--- config.mk ---
export PLATFORM = sky130hd
export DESIGN_NAME = bf_gate
export DESIGN_NICKNAME = d
export VERILOG_FILES = /design/src/rtl/bf_gate_pkg.sv /design/src/rtl/bf_gate_decode.sv /design/src/rtl/bf_gate_wpath.sv /design/src/rtl/bf_gate_store.sv /design/src/rtl/bf_gate_rpath.sv /design/src/rtl/bf_gate.sv
export SDC_FILE = /design/constraint.sdc
export NUM_CORES = 1
export LEC_CHECK = 0
export CAP_MARGIN = 15
export CORE_UTILIZATION = 50
export DETAILED_ROUTE_END_ITERATION = 12
export DONT_BUFFER_PORTS = 1
export PLACE_DENSITY_LB_ADDON = 0.3
export SKIP_CTS_REPAIR_TIMING = 1
export SLEW_MARGIN = 30
export SYNTH_ARGS = -nofsm -noshare
export SYNTH_HDL_FRONTEND = slang
export SYNTH_SLANG_ARGS = --single-unit
--- constraint.sdc ---
create_clock -name clk -period 4.08 [get_ports clk]
set_input_delay 0.816 -clock clk [delete_from_list [all_inputs] [get_ports clk]]
set_output_delay 0.816 -clock clk [all_outputs]
set_load 0.01 [all_outputs]
--- src/rtl/bf_gate_pkg.sv ---
package bf_gate_pkg;
  localparam int DW     = 32;
  localparam int SH_LO  = 8;
  localparam int SH_HI  = 15;
  localparam logic [DW-1:0] SHARED_MASK =
    DW'(((64'd1 << (SH_HI + 1)) - 64'd1) ^ ((64'd1 << SH_LO) - 64'd1));

  typedef enum logic [1:0] {
    SZ_BYTE = 2'b00,
    SZ_HALF = 2'b01,
    SZ_WORD = 2'b10,
    SZ_WRD2 = 2'b11
  } acc_size_e;

  typedef enum logic [1:0] {
    TGT_NONE = 2'b00,
    TGT_STAT = 2'b01,
    TGT_ADDR = 2'b10
  } tgt_e;

  // Lanes covered by an access of the given size at a byte lane.
  function automatic logic [DW-1:0] lane_mask(input logic [1:0] sz,
                                               input logic [1:0] boff);
    logic [DW-1:0] m;
    case (sz)
      2'b00:   m = {{(DW-8){1'b0}}, 8'hFF};
      2'b01:   m = {{(DW-16){1'b0}}, 16'hFFFF};
      default: m = '1;
    endcase
    return m << {boff, 3'b000};
  endfunction

  // Move right-aligned write data into its lanes.
  function automatic logic [DW-1:0] place(input logic [DW-1:0] d,
                                          input logic [1:0] sz,
                                          input logic [1:0] boff);
    return (d << {boff, 3'b000}) & lane_mask(sz, boff);
  endfunction

  // Pull the accessed lanes of a word down to bit 0.
  function automatic logic [DW-1:0] pick(input logic [DW-1:0] w,
                                         input logic [1:0] sz,
                                         input logic [1:0] boff);
    return (w >> {boff, 3'b000}) & lane_mask(sz, 2'b00);
  endfunction
endpackage

--- src/rtl/bf_gate_decode.sv ---
module bf_gate_decode
  import bf_gate_pkg::*;
#(
  parameter int OFF_W = 12,
  parameter logic [OFF_W-1:0] STAT_OFS = 12'hD28,
  parameter logic [OFF_W-1:0] ADDR_OFS = 12'hD38
) (
  input  logic [OFF_W-1:0] offset,
  output tgt_e             tgt,
  output logic [1:0]       boff
);
  localparam int WA_W = OFF_W - 2;
  logic [WA_W-1:0] word_addr;

  assign word_addr = offset[OFF_W-1:2];
  assign boff      = offset[1:0];

  always_comb begin
    if (word_addr == STAT_OFS[OFF_W-1:2])      tgt = TGT_STAT;
    else if (word_addr == ADDR_OFS[OFF_W-1:2]) tgt = TGT_ADDR;
    else                                       tgt = TGT_NONE;
  end
endmodule

--- src/rtl/bf_gate_wpath.sv ---
module bf_gate_wpath
  import bf_gate_pkg::*;
(
  input  logic          wr_en,
  input  logic          secure,
  input  logic          visible,
  input  tgt_e          tgt,
  input  logic [1:0]    boff,
  input  logic [1:0]    sz,
  input  logic [DW-1:0] wdata,
  input  logic          flt_valid,
  input  logic          flt_secure,
  input  logic [DW-1:0] flt_bits,
  output logic [DW-1:0] clr_s,
  output logic [DW-1:0] clr_ns,
  output logic [DW-1:0] set_s,
  output logic [DW-1:0] set_ns,
  output logic          addr_we,
  output logic [DW-1:0] addr_lanes,
  output logic [DW-1:0] addr_wval,
  output logic          ns_hidden
);
  logic [DW-1:0] placed;
  logic [DW-1:0] gated;

  assign ns_hidden = !secure && !visible;
  assign placed    = place(wdata, sz, boff);
  assign gated     = ns_hidden ? (placed & ~SHARED_MASK) : placed;

  always_comb begin
    clr_s  = '0;
    clr_ns = '0;
    if (wr_en && tgt == TGT_STAT) begin
      if (secure) begin
        clr_s  = gated & ~SHARED_MASK;
        clr_ns = gated & SHARED_MASK;
      end else begin
        clr_ns = gated;
      end
    end
  end

  always_comb begin
    set_s  = '0;
    set_ns = '0;
    if (flt_valid) begin
      set_ns = flt_bits & SHARED_MASK;
      if (flt_secure) set_s  = flt_bits & ~SHARED_MASK;
      else            set_ns = flt_bits;
    end
  end

  assign addr_we    = wr_en && tgt == TGT_ADDR && !ns_hidden;
  assign addr_lanes = lane_mask(sz, boff);
  assign addr_wval  = placed;
endmodule

--- src/rtl/bf_gate_store.sv ---
module bf_gate_store
  import bf_gate_pkg::*;
(
  input  logic          clk,
  input  logic          rst_n,
  input  logic [DW-1:0] clr_s,
  input  logic [DW-1:0] clr_ns,
  input  logic [DW-1:0] set_s,
  input  logic [DW-1:0] set_ns,
  input  logic          addr_we,
  input  logic [DW-1:0] addr_lanes,
  input  logic [DW-1:0] addr_wval,
  input  logic          addr_load,
  input  logic [DW-1:0] addr_ld_val,
  output logic [DW-1:0] stat_s_q,
  output logic [DW-1:0] stat_ns_q,
  output logic [DW-1:0] addr_q
);
  always_ff @(posedge clk) begin
    if (!rst_n) begin
      stat_s_q  <= '0;
      stat_ns_q <= '0;
      addr_q    <= '0;
    end else begin
      stat_s_q  <= ((stat_s_q & ~clr_s) | set_s) & ~SHARED_MASK;
      stat_ns_q <= (stat_ns_q & ~clr_ns) | set_ns;
      if (addr_load)    addr_q <= addr_ld_val;
      else if (addr_we) addr_q <= (addr_q & ~addr_lanes) | (addr_wval & addr_lanes);
    end
  end


  nonset_s_chk: assert property (@(posedge clk) disable iff (!rst_n)
    $past(set_s) == '0 |-> (stat_s_q & ~$past(stat_s_q)) == '0);

  nonset_ns_chk: assert property (@(posedge clk) disable iff (!rst_n)
    $past(set_ns) == '0 |-> (stat_ns_q & ~$past(stat_ns_q)) == '0);

  set_wins_chk: assert property (@(posedge clk) disable iff (!rst_n)
    (stat_ns_q & $past(set_ns)) == $past(set_ns));

  s_no_shared_chk: assert property (@(posedge clk) disable iff (!rst_n)
    (stat_s_q & SHARED_MASK) == '0);
endmodule

--- src/rtl/bf_gate_rpath.sv ---
module bf_gate_rpath
  import bf_gate_pkg::*;
(
  input  logic          clk,
  input  logic          rst_n,
  input  logic          rd_en,
  input  logic          secure,
  input  logic          hidden,
  input  tgt_e          tgt,
  input  logic [1:0]    boff,
  input  logic [1:0]    sz,
  input  logic [DW-1:0] stat_s_q,
  input  logic [DW-1:0] stat_ns_q,
  input  logic [DW-1:0] addr_q,
  output logic          rd_valid,
  output logic [DW-1:0] rd_data,
  output logic          rd_err
);
  logic [DW-1:0] stat_view;
  logic [DW-1:0] word;

  always_comb begin
    stat_view = secure ? stat_s_q : stat_ns_q;
    stat_view = stat_view & ~SHARED_MASK;
    if (!hidden) stat_view = stat_view | (stat_ns_q & SHARED_MASK);
  end

  always_comb begin
    case (tgt)
      TGT_STAT: word = stat_view;
      TGT_ADDR: word = hidden ? '0 : addr_q;
      default:  word = '0;
    endcase
  end

  always_ff @(posedge clk) begin
    if (!rst_n) begin
      rd_valid <= 1'b0;
      rd_data  <= '0;
      rd_err   <= 1'b0;
    end else begin
      rd_valid <= rd_en;
      rd_data  <= rd_en ? pick(word, sz, boff) : '0;
      rd_err   <= rd_en && tgt == TGT_NONE;
    end
  end
endmodule

--- src/rtl/bf_gate.sv ---
module bf_gate
  import bf_gate_pkg::*;
#(
  parameter int OFF_W = 12,
  parameter logic [OFF_W-1:0] STAT_OFS = 12'hD28,
  parameter logic [OFF_W-1:0] ADDR_OFS = 12'hD38
) (
  input  logic             clk,
  input  logic             rst_n,
  input  logic             acc_valid,
  input  logic             acc_write,
  input  logic             acc_secure,
  input  logic [OFF_W-1:0] acc_offset,
  input  logic [1:0]       acc_size,
  input  logic [DW-1:0]    acc_wdata,
  input  logic             ns_bf_visible,
  input  logic             flt_valid,
  input  logic             flt_secure,
  input  logic [DW-1:0]    flt_bits,
  input  logic             flt_addr_load,
  input  logic [DW-1:0]    flt_addr,
  output logic             rd_valid,
  output logic [DW-1:0]    rd_data,
  output logic             rd_err
);
  tgt_e          tgt;
  logic [1:0]    boff;
  logic          wr_en, rd_en, ns_hidden;
  logic [DW-1:0] clr_s, clr_ns, set_s, set_ns;
  logic          addr_we;
  logic [DW-1:0] addr_lanes, addr_wval;
  logic [DW-1:0] stat_s_q, stat_ns_q, addr_q;
  logic          hidden_addr_rd, hidden_addr_wr, unmapped_wr;

  assign wr_en = acc_valid && acc_write;
  assign rd_en = acc_valid && !acc_write;

  bf_gate_decode #(.OFF_W(OFF_W), .STAT_OFS(STAT_OFS), .ADDR_OFS(ADDR_OFS)) u_dec (
    .offset(acc_offset), .tgt(tgt), .boff(boff)
  );

  bf_gate_wpath u_wp (
    .wr_en(wr_en), .secure(acc_secure), .visible(ns_bf_visible), .tgt(tgt),
    .boff(boff), .sz(acc_size), .wdata(acc_wdata),
    .flt_valid(flt_valid), .flt_secure(flt_secure), .flt_bits(flt_bits),
    .clr_s(clr_s), .clr_ns(clr_ns), .set_s(set_s), .set_ns(set_ns),
    .addr_we(addr_we), .addr_lanes(addr_lanes), .addr_wval(addr_wval),
    .ns_hidden(ns_hidden)
  );

  bf_gate_store u_st (
    .clk(clk), .rst_n(rst_n), .clr_s(clr_s), .clr_ns(clr_ns),
    .set_s(set_s), .set_ns(set_ns), .addr_we(addr_we),
    .addr_lanes(addr_lanes), .addr_wval(addr_wval),
    .addr_load(flt_valid && flt_addr_load), .addr_ld_val(flt_addr),
    .stat_s_q(stat_s_q), .stat_ns_q(stat_ns_q), .addr_q(addr_q)
  );

  bf_gate_rpath u_rp (
    .clk(clk), .rst_n(rst_n), .rd_en(rd_en), .secure(acc_secure),
    .hidden(ns_hidden), .tgt(tgt), .boff(boff), .sz(acc_size),
    .stat_s_q(stat_s_q), .stat_ns_q(stat_ns_q), .addr_q(addr_q),
    .rd_valid(rd_valid), .rd_data(rd_data), .rd_err(rd_err)
  );

  assign hidden_addr_rd = rd_en && ns_hidden && tgt == TGT_ADDR;
  assign hidden_addr_wr = wr_en && ns_hidden && tgt == TGT_ADDR;
  assign unmapped_wr    = wr_en && tgt == TGT_NONE;


  rd_follow_chk: assert property (@(posedge clk) disable iff (!rst_n)
    rd_valid == $past(rd_en));

  err_zero_chk: assert property (@(posedge clk) disable iff (!rst_n)
    rd_err |-> (rd_valid && rd_data == '0));

  hid_addr_rd_chk: assert property (@(posedge clk) disable iff (!rst_n)
    $past(hidden_addr_rd) |-> rd_data == '0);

  hid_addr_wr_chk: assert property (@(posedge clk) disable iff (!rst_n)
    $past(hidden_addr_wr && !(flt_valid && flt_addr_load)) |-> addr_q == $past(addr_q));

  unmapped_wr_chk: assert property (@(posedge clk) disable iff (!rst_n)
    $past(unmapped_wr && !flt_valid) |->
      (stat_s_q == $past(stat_s_q) && stat_ns_q == $past(stat_ns_q)));
endmodule

==> metrics.sh <==
PORTBUFFERS=0
SYNTH-EDFF-COUNT=0
CTS.CLK_SLEW.WORST_PATHS_NS=0.06
WORST_CLOCK_SKEW_NS=0.0107
DR.FIRST_ITER.DRC_COUNT=656
POST_LAYOUT_NETS=822
TIMING.HOLD.WORST_PATH_DEPTH=2
VIA_COUNT_OF_THE_FIRST_GLOBAL_ROUTING_PASS=5839
REG_TO_REG_CRITICAL_PATH_STARTPOINT='u_st.stat_ns_q[19]'
VIAS=6221
FLOORPLAN.DIE_AREA_UM2=13900
CLOCK_TREE_FROM_TRITONCTS='yes'
ANTENNA_VIOLATING_NETS_POST_ROUTE=0
FIRST_PASS_GRT_WIRE_LENGTH_UM=34300
CRITPATHMAXFANOUT=18
INSERTION_DELAY_NS=0.43
CTS_MAX_PATH_BUFFERS=2
YOSYS_MOST_USED_DFF='sky130_fd_sc_hd__dfxtp_1'
GPL.FINAL_WEIGHTED_CONGESTION=0.978
P_INT_mW=2.27
VDD.IR_DROP.WORST_mV=0.254
CRITICALPATHCATEGORY='primary input to flop'
MAX_CAP_VIOLATIONS=0
TIMING.FINAL.SETUP_VIOLATIONS=0
YS_TYPES=62
FINAL_MAX_SLEW_VIOL_COUNT=0
SHARE_SEQ_OF_TOTAL_POWER_PCT=41.6
DPL.HPWL_UM=16000
R2R-END='u_rp.rd_data[3]'
HOLD_CLASS='flop to flop'
DRT_FIRST_PASS_ITERS=6
NATURE_OF_THE_CRITICAL_PATH_ENDPOINT='flop'
MAX_SLEW.WORST_PIN.SLEW_NS=1.18
CLOCK-SINKS=122
POST_ROUTE_CELLS_DRIVE_ABOVE_1_SHARE_PCT=13.7
POST-ROUTE-UTIL_PCT=56.1
RUN_STATUS='completed'
DIE_Y_UM=118
FINAL_HOLD_VIOL_COUNT=0
FINALCRITICALPERIOD_NS=2.39
WORST-R2R-SETUP-SLACK_NS=2.05
GLOBAL_ROUTE.USAGE.TOTAL_PCT=32.1
FINAL_MIN_PERIOD_OVER_CLOCK_PERIOD_PCT=58.5
SYN_TO_FINAL_GROWTH_PCT=7.49
SYNTHESIS.AREA_UM2=6720
DRCVIOLATIONCOUNT=0
FINAL_CRITICAL_PATH_SETUP_SLACK_NS=1.69
WORST_MAX_SLEW_MARGIN_EXPRESSED_RELATIVE_TO_THE_LIMIT_PCT=19.2
LAYOUT.AREA.SEQ_UM2=2440
FMAX_MHz=419
NETLIST_INSTANCES=750
DRT-VIAS-PER-INSTANCE=7.01
LEAKAGE_POWER_nW=2.56
PWR_DENSITY_CELL_nW_PER_UM2=425
FILLCELLCOUNT=1125
WORSTSETUPSTARTPOINTTYPE='primary input'
SYN-NUM-NETS=869
CLOCK_BUFFER_COUNT_FROM_CTS=17
CLKPWRFRAC_PCT=47.0
FLOORPLAN.ROWS=41
WIRELENGTH_UM=22500
TOTAL_SWITCHING_POWER_mW=0.799
SYNTH_AREA_PER_CELL_UM2=8.95
SWITCHING_SHARE_PCT=26.1
SETUP_REPAIR_AFTER_GLOBAL_ROUTING_MISSED_ITS_MARGIN='false'
PLACEMENT.SETUP.WORST_SLACK_NS=1.32
ROUTEDWLPERCELL_UM=25.3
YS_SEQ_ELEMENTS=122
COMB_POWER_SHARE_PCT=11.5
FIN_SETUP_TNS_NS=0
SYNTH-ASYNC-RESET-RATIO_PCT=0
ANTENNA_CELLS_INSERTED=0
R2R_CELLS=4
PIN_COUNT=153
MULTI_INPUT_AREA_UM2=3930
DIE_WIDTH_UM=118
GLOBALROUTEOVERFLOWTOTAL=0
CTS.ROOT.BUFFER_CELL='sky130_fd_sc_hd__clkbuf_16'
GRT_START_MAX_NET_PINS=109
SYNTHESIS.YOSYS.WARNINGS=0
ANTENNA_FOUND_INITIAL=0
CLOCK_TREE.HTREE_LEVEL_COUNT=4
WORST_HOLD_SLACK_NS=0.460
SYNTH.YOSYS.SEQ_AREA_SHARE_PCT=36.4
CORE-AREA_UM2=12900
CRITPATHREQUIREDTIME_NS=4.37
WORSTPATHARRIVAL_NS=2.68
EFFECTIVE_UTILIZATION_AT_FLOORPLAN_PCT=52.2
## synth_stat cells (all sizes together) (16+ instances only)
cell type    n  share of area, %
dfxtp      122                36
o21ai       75               5.6
nand2       72               4.0
a21oi       47               3.6
clkbuf      45               2.6
mux2i       32               4.8
nor2        32               1.8
buf         27               2.4
a211oi      26               3.0
mux2        26               4.4
o211ai      21               2.3
a311oi      17               2.2
a21boi      16               1.8
o311ai      16               2.1
o41ai       16               2.1
## power by group through the flow
stage | logic, mW | clock network [mW] | registers, mW
detailed placement | 0.341 | 0 | 1.30
global route | 0.377 | 1.50 | 1.28
finish | 0.351 | 1.44 | 1.27
global placement | 0.335 | 0 | 1.30
CTS | 0.343 | 1.44 | 1.27
floorplan | 0.308 | 0 | 1.29
## area by class of cell
class	count	share of cell area [%]
Clock buffer	19	6.27
Sequential cell	122	33.8
Clock inverter	13	1.66
Inverter	4	0.208
Tap cell	172	2.98
Multi-Input combinational cell	552	54.4
Timing Repair Buffer	6	0.624
## through the flow
step / cell area, um^2 / cells / power [mW]
finish: 7220 / 888 / 3.06
global route: 7220 / 888 / 3.15
CTS: 7220 / 888 / 3.06
detailed placement: 6640 / 856 / 1.64
global placement: 6640 / 856 / 1.63
floorplan: 6720 / 750 / 1.59
## layer usage
metal / global-route usage [%] / up-vias / part of all wire, %
met3: 10.1 / 57 / 10
met1: 40.2 / 2971 / 40
met2: 49.9 / 396 / 45
met4: 15.4 / 0 / 3.9
met5: 0 / - / 0
li1: - / 2797 / -
## cells by family (layout without fill, tap and decap cells)
| kind of cell | count (synthesis) | after routing | share of synthesized area (%) |
|---|---|---|---|
| compound gates | 290 | 290 | 30.5 |
| buf+inv | 76 | 42 | 5.22 |
| flops | 122 | 122 | 36.4 |
| mux | 66 | 66 | 11.8 |
| simple gates | 196 | 196 | 16.1 |
## worst max-delay path, stage by stage
cell                       delay [ns]
sky130_fd_sc_hd__or4b_4          0.65
sky130_fd_sc_hd__nor2_2          0.62
sky130_fd_sc_hd__and3_1          0.46
sky130_fd_sc_hd__a211oi_1        0.13
## placed cells by master (no fill, tap or decap), types with 3 or more instances in the layout
| cell type | count |
|---|---|
| sky130_fd_sc_hd__dfxtp_1 | 122 |
| sky130_fd_sc_hd__o21ai_0 | 73 |
| sky130_fd_sc_hd__nand2_1 | 72 |
| sky130_fd_sc_hd__a21oi_1 | 45 |
| sky130_fd_sc_hd__mux2i_1 | 32 |
| sky130_fd_sc_hd__nor2_1 | 31 |
| sky130_fd_sc_hd__mux2_2 | 26 |
| sky130_fd_sc_hd__a211oi_1 | 25 |
| sky130_fd_sc_hd__o211ai_1 | 21 |
| sky130_fd_sc_hd__a311oi_1 | 17 |
| sky130_fd_sc_hd__clkbuf_16 | 17 |
| sky130_fd_sc_hd__o311ai_0 | 16 |
| sky130_fd_sc_hd__o41ai_1 | 16 |
| sky130_fd_sc_hd__a21boi_0 | 16 |
| sky130_fd_sc_hd__nand2b_1 | 15 |
| sky130_fd_sc_hd__nor4_1 | 12 |
| sky130_fd_sc_hd__o21a_1 | 10 |
| sky130_fd_sc_hd__a21o_1 | 10 |
| sky130_fd_sc_hd__nor2b_1 | 9 |
| sky130_fd_sc_hd__and3b_1 | 9 |
| sky130_fd_sc_hd__o221a_2 | 8 |
| sky130_fd_sc_hd__mux4_2 | 8 |
| sky130_fd_sc_hd__a221o_1 | 8 |
| sky130_fd_sc_hd__nand3_1 | 8 |
| sky130_fd_sc_hd__nor3_1 | 7 |
| sky130_fd_sc_hd__buf_4 | 6 |
| sky130_fd_sc_hd__a222oi_1 | 5 |
| sky130_fd_sc_hd__nand4_1 | 4 |
| sky130_fd_sc_hd__nor3b_1 | 4 |
| sky130_fd_sc_hd__clkinv_4 | 4 |
| sky130_fd_sc_hd__o221ai_1 | 3 |
| sky130_fd_sc_hd__a2111oi_1 | 3 |
| sky130_fd_sc_hd__o2111ai_1 | 3 |
| sky130_fd_sc_hd__or3_1 | 3 |
| sky130_fd_sc_hd__inv_1 | 3 |
| sky130_fd_sc_hd__and3_1 | 3 |
| sky130_fd_sc_hd__clkinvlp_4 | 3 |
| sky130_fd_sc_hd__clkinv_2 | 3 |
## worst max path at each step
stage | cells past startpoint | startpoint | endpoint
after floorplan | 5 | acc_offset[7] | u_rp.rd_data[4]
after global placement | 4 | acc_offset[7] | flop
after detailed placement | 4 | acc_offset[7] | flop
after CTS | 4 | acc_offset[7] | flop
after global routing | 4 | acc_offset[7] | flop
final | 4 | acc_offset[7] | flop
(Power assumes the default switching activity.)
